===== config.mk =====
export PLATFORM = sky130hd
export DESIGN_NAME = twi_regfile_slave
export DESIGN_NICKNAME = d
export VERILOG_FILES = /design/src/rtl/twi_pkg.sv /design/src/rtl/twi_line_sync.sv /design/src/rtl/twi_reg_ram.sv /design/src/rtl/twi_target_fsm.sv /design/src/rtl/twi_regfile_slave.sv
export SDC_FILE = /design/constraint.sdc
export NUM_CORES = 1
export LEC_CHECK = 0
export ABC_AREA = 1
export BUFFER_PORTS_ARGS = -buffer_cell sky130_fd_sc_hd__buf_2
export CORE_ASPECT_RATIO = 1.4
export CORE_UTILIZATION = 26
export DETAILED_ROUTE_END_ITERATION = 12
export HOLD_SLACK_MARGIN = 0.12
export SLEW_MARGIN = 5
export SYNTH_ARGS = -nofsm -noshare
export SYNTH_HDL_FRONTEND = slang
export SYNTH_SLANG_ARGS = --single-unit

===== constraint.sdc =====
create_clock -name clk -period 3.26 [get_ports clk]
set_clock_uncertainty 0.05 [all_clocks]
set_input_delay 0.326 -clock clk [delete_from_list [all_inputs] [get_ports clk]]
set_output_delay 0.326 -clock clk [all_outputs]
set_load 0.05 [all_outputs]

===== src/rtl/twi_pkg.sv =====
package twi_pkg;

  typedef enum logic [3:0] {
    ST_IDLE,
    ST_DEV,
    ST_DEV_ACK,
    ST_PTR,
    ST_PTR_ACK,
    ST_WR,
    ST_WR_ACK,
    ST_TX,
    ST_TX_ACK
  } twi_state_e;

  localparam logic [6:0] DEV_ADDR_DEFAULT = 7'h68;
  localparam int         BYTE_W           = 8;

endpackage


===== src/rtl/twi_line_sync.sv =====
module twi_line_sync #(
  parameter int LINES  = 2,
  parameter int STAGES = 2
) (
  input  logic             clk,
  input  logic             rst,
  input  logic [LINES-1:0] line_i,
  output logic [LINES-1:0] level_o,
  output logic [LINES-1:0] rise_o,
  output logic [LINES-1:0] fall_o
);

  for (genvar g = 0; g < LINES; g++) begin : g_line
    logic [STAGES:0] pipe;

    always_ff @(posedge clk) begin
      if (rst) pipe <= '1;
      else     pipe <= {pipe[STAGES-1:0], line_i[g]};
    end

    assign level_o[g] = pipe[STAGES-1];
    assign rise_o[g]  = pipe[STAGES-1] & ~pipe[STAGES];
    assign fall_o[g]  = ~pipe[STAGES-1] & pipe[STAGES];
  end

endmodule


===== src/rtl/twi_reg_ram.sv =====
module twi_reg_ram #(
  parameter int AW = 6,
  parameter int DW = 8
) (
  input  logic          clk,
  input  logic          a_we,
  input  logic [AW-1:0] a_addr,
  input  logic [DW-1:0] a_wdata,
  output logic [DW-1:0] a_rdata,
  input  logic          b_we,
  input  logic [AW-1:0] b_addr,
  input  logic [DW-1:0] b_wdata,
  output logic [DW-1:0] b_rdata
);

  localparam int DEPTH = 1 << AW;

  logic [DW-1:0] mem [DEPTH];

  // Port B (host) is written first, port A (bus) last: bus wins a clash.
  always_ff @(posedge clk) begin
    if (b_we) mem[b_addr] <= b_wdata;
    if (a_we) mem[a_addr] <= a_wdata;
    a_rdata <= mem[a_addr];
    b_rdata <= mem[b_addr];
  end

  p_bus_wins_r11: assert property (@(posedge clk)
    ($past(a_we) && $past(b_we) && $past(a_addr) == $past(b_addr))
      |-> mem[$past(a_addr)] == $past(a_wdata));

endmodule


===== src/rtl/twi_target_fsm.sv =====
module twi_target_fsm
  import twi_pkg::*;
#(
  parameter int         AW       = 6,
  parameter logic [6:0] DEV_ADDR = DEV_ADDR_DEFAULT
) (
  input  logic          clk,
  input  logic          rst,
  input  logic          pf,
  input  logic          scl_lvl,
  input  logic          scl_rise,
  input  logic          scl_fall,
  input  logic          sda_lvl,
  input  logic          sda_rise,
  input  logic          sda_fall,
  input  logic [7:0]    rd_data,
  output logic          sda_oe,
  output logic          bus_we,
  output logic [AW-1:0] bus_addr,
  output logic [7:0]    bus_wdata
);

  twi_state_e    st;
  logic [3:0]    cnt;
  logic [7:0]    sh;
  logic [7:0]    tx;
  logic [7:0]    wd;
  logic [AW-1:0] ptr;
  logic [AW-1:0] wa;
  logic          rw;
  logic          oe;
  logic          we;
  logic          nack;
  logic          start_c;
  logic          stop_c;

  assign start_c = sda_fall & scl_lvl;
  assign stop_c  = sda_rise & scl_lvl;

  always_ff @(posedge clk) begin
    if (rst) begin
      st   <= ST_IDLE;
      cnt  <= '0;
      sh   <= '0;
      tx   <= '0;
      wd   <= '0;
      ptr  <= '0;
      wa   <= '0;
      rw   <= 1'b0;
      oe   <= 1'b0;
      we   <= 1'b0;
      nack <= 1'b0;
    end else begin
      we <= 1'b0;
      if (pf) begin
        st  <= ST_IDLE;
        ptr <= '0;
        oe  <= 1'b0;
        cnt <= '0;
      end else if (start_c) begin
        st  <= ST_DEV;
        cnt <= '0;
        oe  <= 1'b0;
      end else if (stop_c) begin
        st  <= ST_IDLE;
        oe  <= 1'b0;
      end else begin
        if (scl_rise) begin
          sh  <= {sh[6:0], sda_lvl};
          cnt <= cnt + 4'd1;
          if (st == ST_TX_ACK) nack <= sda_lvl;
        end
        if (scl_fall) begin
          case (st)
            ST_DEV: begin
              if (cnt == 4'd8) begin
                cnt <= '0;
                if (sh[7:1] == DEV_ADDR) begin
                  rw <= sh[0];
                  oe <= 1'b1;
                  st <= ST_DEV_ACK;
                end else begin
                  st <= ST_IDLE;
                end
              end
            end
            ST_DEV_ACK: begin
              cnt <= '0;
              if (rw) begin
                tx <= rd_data;
                oe <= ~rd_data[7];
                st <= ST_TX;
              end else begin
                oe <= 1'b0;
                st <= ST_PTR;
              end
            end
            ST_PTR: begin
              if (cnt == 4'd8) begin
                cnt <= '0;
                ptr <= sh[AW-1:0];
                oe  <= 1'b1;
                st  <= ST_PTR_ACK;
              end
            end
            ST_PTR_ACK, ST_WR_ACK: begin
              cnt <= '0;
              oe  <= 1'b0;
              st  <= ST_WR;
            end
            ST_WR: begin
              if (cnt == 4'd8) begin
                cnt <= '0;
                we  <= 1'b1;
                wa  <= ptr;
                wd  <= sh;
                ptr <= ptr + 1'b1;
                oe  <= 1'b1;
                st  <= ST_WR_ACK;
              end
            end
            ST_TX: begin
              if (cnt == 4'd8) begin
                cnt <= '0;
                oe  <= 1'b0;
                ptr <= ptr + 1'b1;
                st  <= ST_TX_ACK;
              end else begin
                tx <= {tx[6:0], 1'b0};
                oe <= ~tx[6];
              end
            end
            ST_TX_ACK: begin
              cnt <= '0;
              if (nack) begin
                st <= ST_IDLE;
              end else begin
                tx <= rd_data;
                oe <= ~rd_data[7];
                st <= ST_TX;
              end
            end
            default: st <= ST_IDLE;
          endcase
        end
      end
    end
  end

  assign sda_oe    = oe;
  assign bus_we    = we;
  assign bus_addr  = we ? wa : ptr;
  assign bus_wdata = wd;

  p_idle_silent_r1: assert property (@(posedge clk) disable iff (rst)
    (st == ST_IDLE) |-> !oe);

  p_start_restart_r2: assert property (@(posedge clk) disable iff (rst)
    (start_c && !pf) |=> (st == ST_DEV && !oe));

  p_oe_scl_low_r3: assert property (@(posedge clk) disable iff (rst)
    (!$stable(oe) && !$past(pf)) |-> !$past(scl_lvl));

  p_ptr_step_r4: assert property (@(posedge clk) disable iff (rst)
    we |-> (ptr == wa + 1'b1));

  p_ptr_wrap_r6: assert property (@(posedge clk) disable iff (rst)
    (we && wa == '1) |-> (ptr == '0));

  p_nack_release_r7: assert property (@(posedge clk) disable iff (rst)
    (st == ST_TX_ACK && scl_fall && nack && !pf && !start_c && !stop_c)
      |=> (st == ST_IDLE && !oe));

  p_pf_clear_r8: assert property (@(posedge clk) disable iff (rst)
    pf |=> (ptr == '0 && !oe && st == ST_IDLE));

  p_pf_nowrite_r8: assert property (@(posedge clk) disable iff (rst)
    $past(pf) |-> !we);

endmodule


===== src/rtl/twi_regfile_slave.sv =====
module twi_regfile_slave
  import twi_pkg::*;
#(
  parameter int         ADDR_W      = 6,
  parameter logic [6:0] DEV_ADDR    = DEV_ADDR_DEFAULT,
  parameter int         SYNC_STAGES = 2
) (
  input  logic              clk,
  input  logic              rst,
  input  logic              scl_i,
  input  logic              sda_i,
  output logic              sda_oe,
  input  logic              pwr_fail,
  input  logic              host_we,
  input  logic [ADDR_W-1:0] host_addr,
  input  logic [BYTE_W-1:0] host_wdata,
  output logic [BYTE_W-1:0] host_rdata
);

  localparam int IDX_SCL = 1;
  localparam int IDX_SDA = 0;

  logic [1:0]        lvl;
  logic [1:0]        rise;
  logic [1:0]        fall;
  logic              bus_we;
  logic [ADDR_W-1:0] bus_addr;
  logic [BYTE_W-1:0] bus_wdata;
  logic [BYTE_W-1:0] bus_rdata;

  twi_line_sync #(
    .LINES  (2),
    .STAGES (SYNC_STAGES)
  ) u_sync (
    .clk     (clk),
    .rst     (rst),
    .line_i  ({scl_i, sda_i}),
    .level_o (lvl),
    .rise_o  (rise),
    .fall_o  (fall)
  );

  twi_target_fsm #(
    .AW       (ADDR_W),
    .DEV_ADDR (DEV_ADDR)
  ) u_fsm (
    .clk       (clk),
    .rst       (rst),
    .pf        (pwr_fail),
    .scl_lvl   (lvl[IDX_SCL]),
    .scl_rise  (rise[IDX_SCL]),
    .scl_fall  (fall[IDX_SCL]),
    .sda_lvl   (lvl[IDX_SDA]),
    .sda_rise  (rise[IDX_SDA]),
    .sda_fall  (fall[IDX_SDA]),
    .rd_data   (bus_rdata),
    .sda_oe    (sda_oe),
    .bus_we    (bus_we),
    .bus_addr  (bus_addr),
    .bus_wdata (bus_wdata)
  );

  twi_reg_ram #(
    .AW (ADDR_W),
    .DW (BYTE_W)
  ) u_ram (
    .clk     (clk),
    .a_we    (bus_we),
    .a_addr  (bus_addr),
    .a_wdata (bus_wdata),
    .a_rdata (bus_rdata),
    .b_we    (host_we),
    .b_addr  (host_addr),
    .b_wdata (host_wdata),
    .b_rdata (host_rdata)
  );

endmodule


==> impl_metrics.py <==
metrics = {
    "critical_path": {
        "cp-end-kind": "flop",
        "reg2reg_setup_slack_ps": 300,
        "worstPathMaxFanout": 47,
        "worstPathArrival_ps": 3470,
        "ff2ff_path_depth": 11,
        "critPathRequiredTime_ps": 3770,
        "crit_path_start_kind": "flop",
        "setup.worst_path.class": "reg2reg",
    },
    "clock_tree": {
        "clock_latency_ps": 680,
        "clock_sinks": 581,
        "cts_buffers": 61,
        "cts_buffer_depth": 3,
        "clk_pin_slew_ps": 60,
        "clockRootBuffer": "clkbuf_16",
        "cts_tree": "done",
        "htree_levels": 2,
    },
    "route": {
        "first_pass_iters": 8,
        "avgViaCountPerCell": 5.066,
        "postRouteAntennaNets": 0,
        "drt-initial-drc-count": 4030,
        "route.vias.total": 32683,
        "drc": 0,
        "wl_mm": 148.8,
        "wire_per_inst_microns": 23.07,
    },
    "power_and_ir_drop": {
        "p_per_area_nw_per_um2": 416.1,
        "ir_worst_vdd_mv": 0.3735,
        "power_mw": 16.52,
        "p_leak_nw": 17.34,
    },
    "grt": {
        "antenna_found_initial": 6,
        "grt_util_met3_pct": 3.074,
        "grt_pass1_vias": 30726,
        "track_usage_pct": 21.95,
        "grt_pass1_wl_mm": 214.1,
        "gr-usage-met1_pct": 26.00,
        "grt.busiest_layer": "met2",
        "grt.met2_usage_pct": 36.36,
        "grt_overflow_total": 0,
        "grt_max_degree": 79,
    },
    "placed_design": {
        "pre_cts_ws_ps": 142.9,
        "place_congestion": 1.031,
        "portBuffers": 28,
        "dp_hpwl_mm": 102.9,
    },
    "hold_path": {
        "hold_path_class": "in2reg",
        "whs_path_depth": 3,
    },
    "sta": {
        "drv_slew": 0,
        "rsz0062_at_grt": "false",
        "worst_pin_slew_ps": 1236,
        "relSlewSlack_pct": 16.70,
        "max_freq_ghz": 0.3383,
        "min_period_ps": 2956,
        "setup_violations": 0,
        "hold_viol": 0,
        "final.setup.worst_slack_ps": 304.3,
        "finalCritPeriodShare_pct": 90.67,
        "setup_tns_ps": 0,
    },
    "synthesis": {
        "synth_seq_cells": 581,
        "syn_inst": 4659,
        "synth_simple_gate_area_share_pct": 24.79,
        "synth_top_family_by_area": "simple AND/OR/NAND/NOR gates",
        "syn_nets": 4682,
        "synth_xor_area_share_pct": 0.07641,
        "synth_cell_types": 35,
        "ys_seq_area_share_pct": 48.73,
        "netlist_area_sq_um": 34390,
        "avgSynthCellArea_sq_um": 7.380,
        "synth-compound-area-share_pct": 15.86,
        "muxShareOfSynthArea_pct": 0,
        "yosys_warnings": 0,
        "synthAdderAreaFrac_pct": 0.1092,
    },
    "floorplan": {
        "boundaryPins": 29,
        "die_w_microns": 309.4,
        "start_util_pct": 26.24,
        "die_height_microns": 432.3,
        "std_cell_rows": 157,
        "coreArea_sq_um": 131000,
        "dieArea_sq_um": 133700,
    },
    "layout": {
        "drive_gt1_share_pct": 8.658,
        "fillers": 14005,
        "final_cell_mix": "nand2_1, o21ai_0, inv_1",
        "final_nets": 4674,
        "layout_commonest_cell": "nand2_1",
        "final_util_pct": 30.30,
        "syn_to_final_growth_pct": 15.47,
    },
    "run": {
        "cap_viol_max_count": 0,
    },
    "status": {
        "status": "complete, no violations",
    },
}
==> routing by layer <==
layer | part of all wire, % | wire length (microns)
met1 | 37 | 55400
met2 | 47 | 70130
met3 | 7.7 | 11470
met4 | 7.9 | 11790
met5 | 0.018 | 27
==> critical path: stages, from the launching register on <==
cell     delay [ps]
dfxtp_1         320
inv_2           270
nand2_1         160
nand2_4         460
buf_12          350
nand2_1          90
nand3_1         110
nand2_1         110
o21ai_1         560
nand2_1         130
nor2_1          140
nand2_1          70
==> per-stage QoR <==
stage,hold slack [ps],std cells,area (sq um)
2_1_floorplan,339.5,4659,34390
3_3_place_gp,374.3,6331,37670
3_5_place_dp,377.9,6331,37670
4_1_cts,184.1,6450,39700
5_1_grt,232.2,6451,39710
6_report,216.5,6451,39710
==> cell type report <==
cell class | instances | area (sq um) | share of cell area [%]
repair buffers | 269 | 2441 | 6.148
multi-input cells | 3147 | 14130 | 35.58
inverters | 591 | 2218 | 5.587
clock inverters | 32 | 276.5 | 0.6964
diodes | 1 | 2.502 | 0.006302
clock buffers | 81 | 1697 | 4.273
well taps | 1749 | 2188 | 5.511
flip-flops and latches | 581 | 16760 | 42.20
==> registers in the layout, summed over array words and instances, names as in the netlist, 4 cells and up <==
| signal | count |
|---|---|
| u_ram.mem | 512 |
| u_fsm.sh | 8 |
| u_sync.g_line.pipe | 6 |
| u_fsm.wa | 6 |
| u_fsm.cnt | 4 |
| u_ram.a_rdata | 8 |
| u_ram.b_rdata | 8 |
| u_fsm.bus_wdata | 8 |
| u_fsm.ptr | 6 |
| u_fsm.tx | 7 |
| u_fsm.st | 4 |
==> Yosys cell counts <==
cell / number / area (sq um)
o21ai_0: 731 / 3659
clkbuf_2: 2 / 10.01
buf_4: 5 / 37.54
nor2_2: 2 / 12.51
a21oi_1: 78 / 390.4
nand2_1: 1592 / 5976
o21ai_2: 2 / 17.52
clkbuf_1: 252 / 945.9
o211ai_1: 9 / 67.56
inv_1: 577 / 2166
a211oi_1: 3 / 22.52
nand3_1: 282 / 1411
inv_2: 4 / 15.01
o21ai_1: 41 / 205.2
buf_2: 58 / 290.3
ha_1: 3 / 37.54
a22oi_1: 2 / 15.01
dfxtp_1: 69 / 1381
nor3_2: 12 / 120.1
nand4_1: 32 / 200.2
o22ai_1: 166 / 1039
o211a_1: 1 / 10.01
a31oi_1: 3 / 18.77
nand2_4: 1 / 11.26
clkinv_1: 10 / 37.54
nor2_1: 156 / 585.6
nor3_1: 17 / 85.08
nor4_1: 1 / 6.260
buf_1: 23 / 86.33
and3_1: 1 / 6.260
a21oi_2: 1 / 8.760
nor4_4: 4 / 85.08
edfxtp_1: 512 / 15370
xor2_1: 3 / 26.28
or2_2: 4 / 25.02
==> cells by family (layout without fill, tap and decap cells) <==
kind of cell,after synthesis,in the layout
xor+xnor,3,3
other cells,0,1
fa+ha+maj,3,3
buf+inv,931,973
compound gates,1037,1037
simple gates,2104,2104
flops,581,581
==> what timing repair did <==
item | 4_1_cts | 5_1_grt
hold endpoints to repair | 16 | 0
hold buffers | 6 | 0
gates resized for setup | 0 | 1
setup endpoints to repair | 0 | 1
buffers inserted | 0 | 0
==> final timing paths <==
check                                   to                     start
setup / recovery          u_ram.a_rdata[7]              u_fsm.bus_we
hold / removal             u_ram.mem[6][6]             host_wdata[6]
setup reg to reg          u_ram.a_rdata[7]              u_fsm.bus_we
hold reg to reg   u_sync.g_line[0].pipe[1]  u_sync.g_line[0].pipe[0]
==> power breakdown <==
| part | internal (mW) | switching, mW |
|---|---|---|
| registers | 8.13 | 0.0453 |
| clock network | 3.91 | 3.21 |
| logic | 0.356 | 0.868 |
| total | 12.4 | 4.12 |
Power figures use the tool's default switching activity.
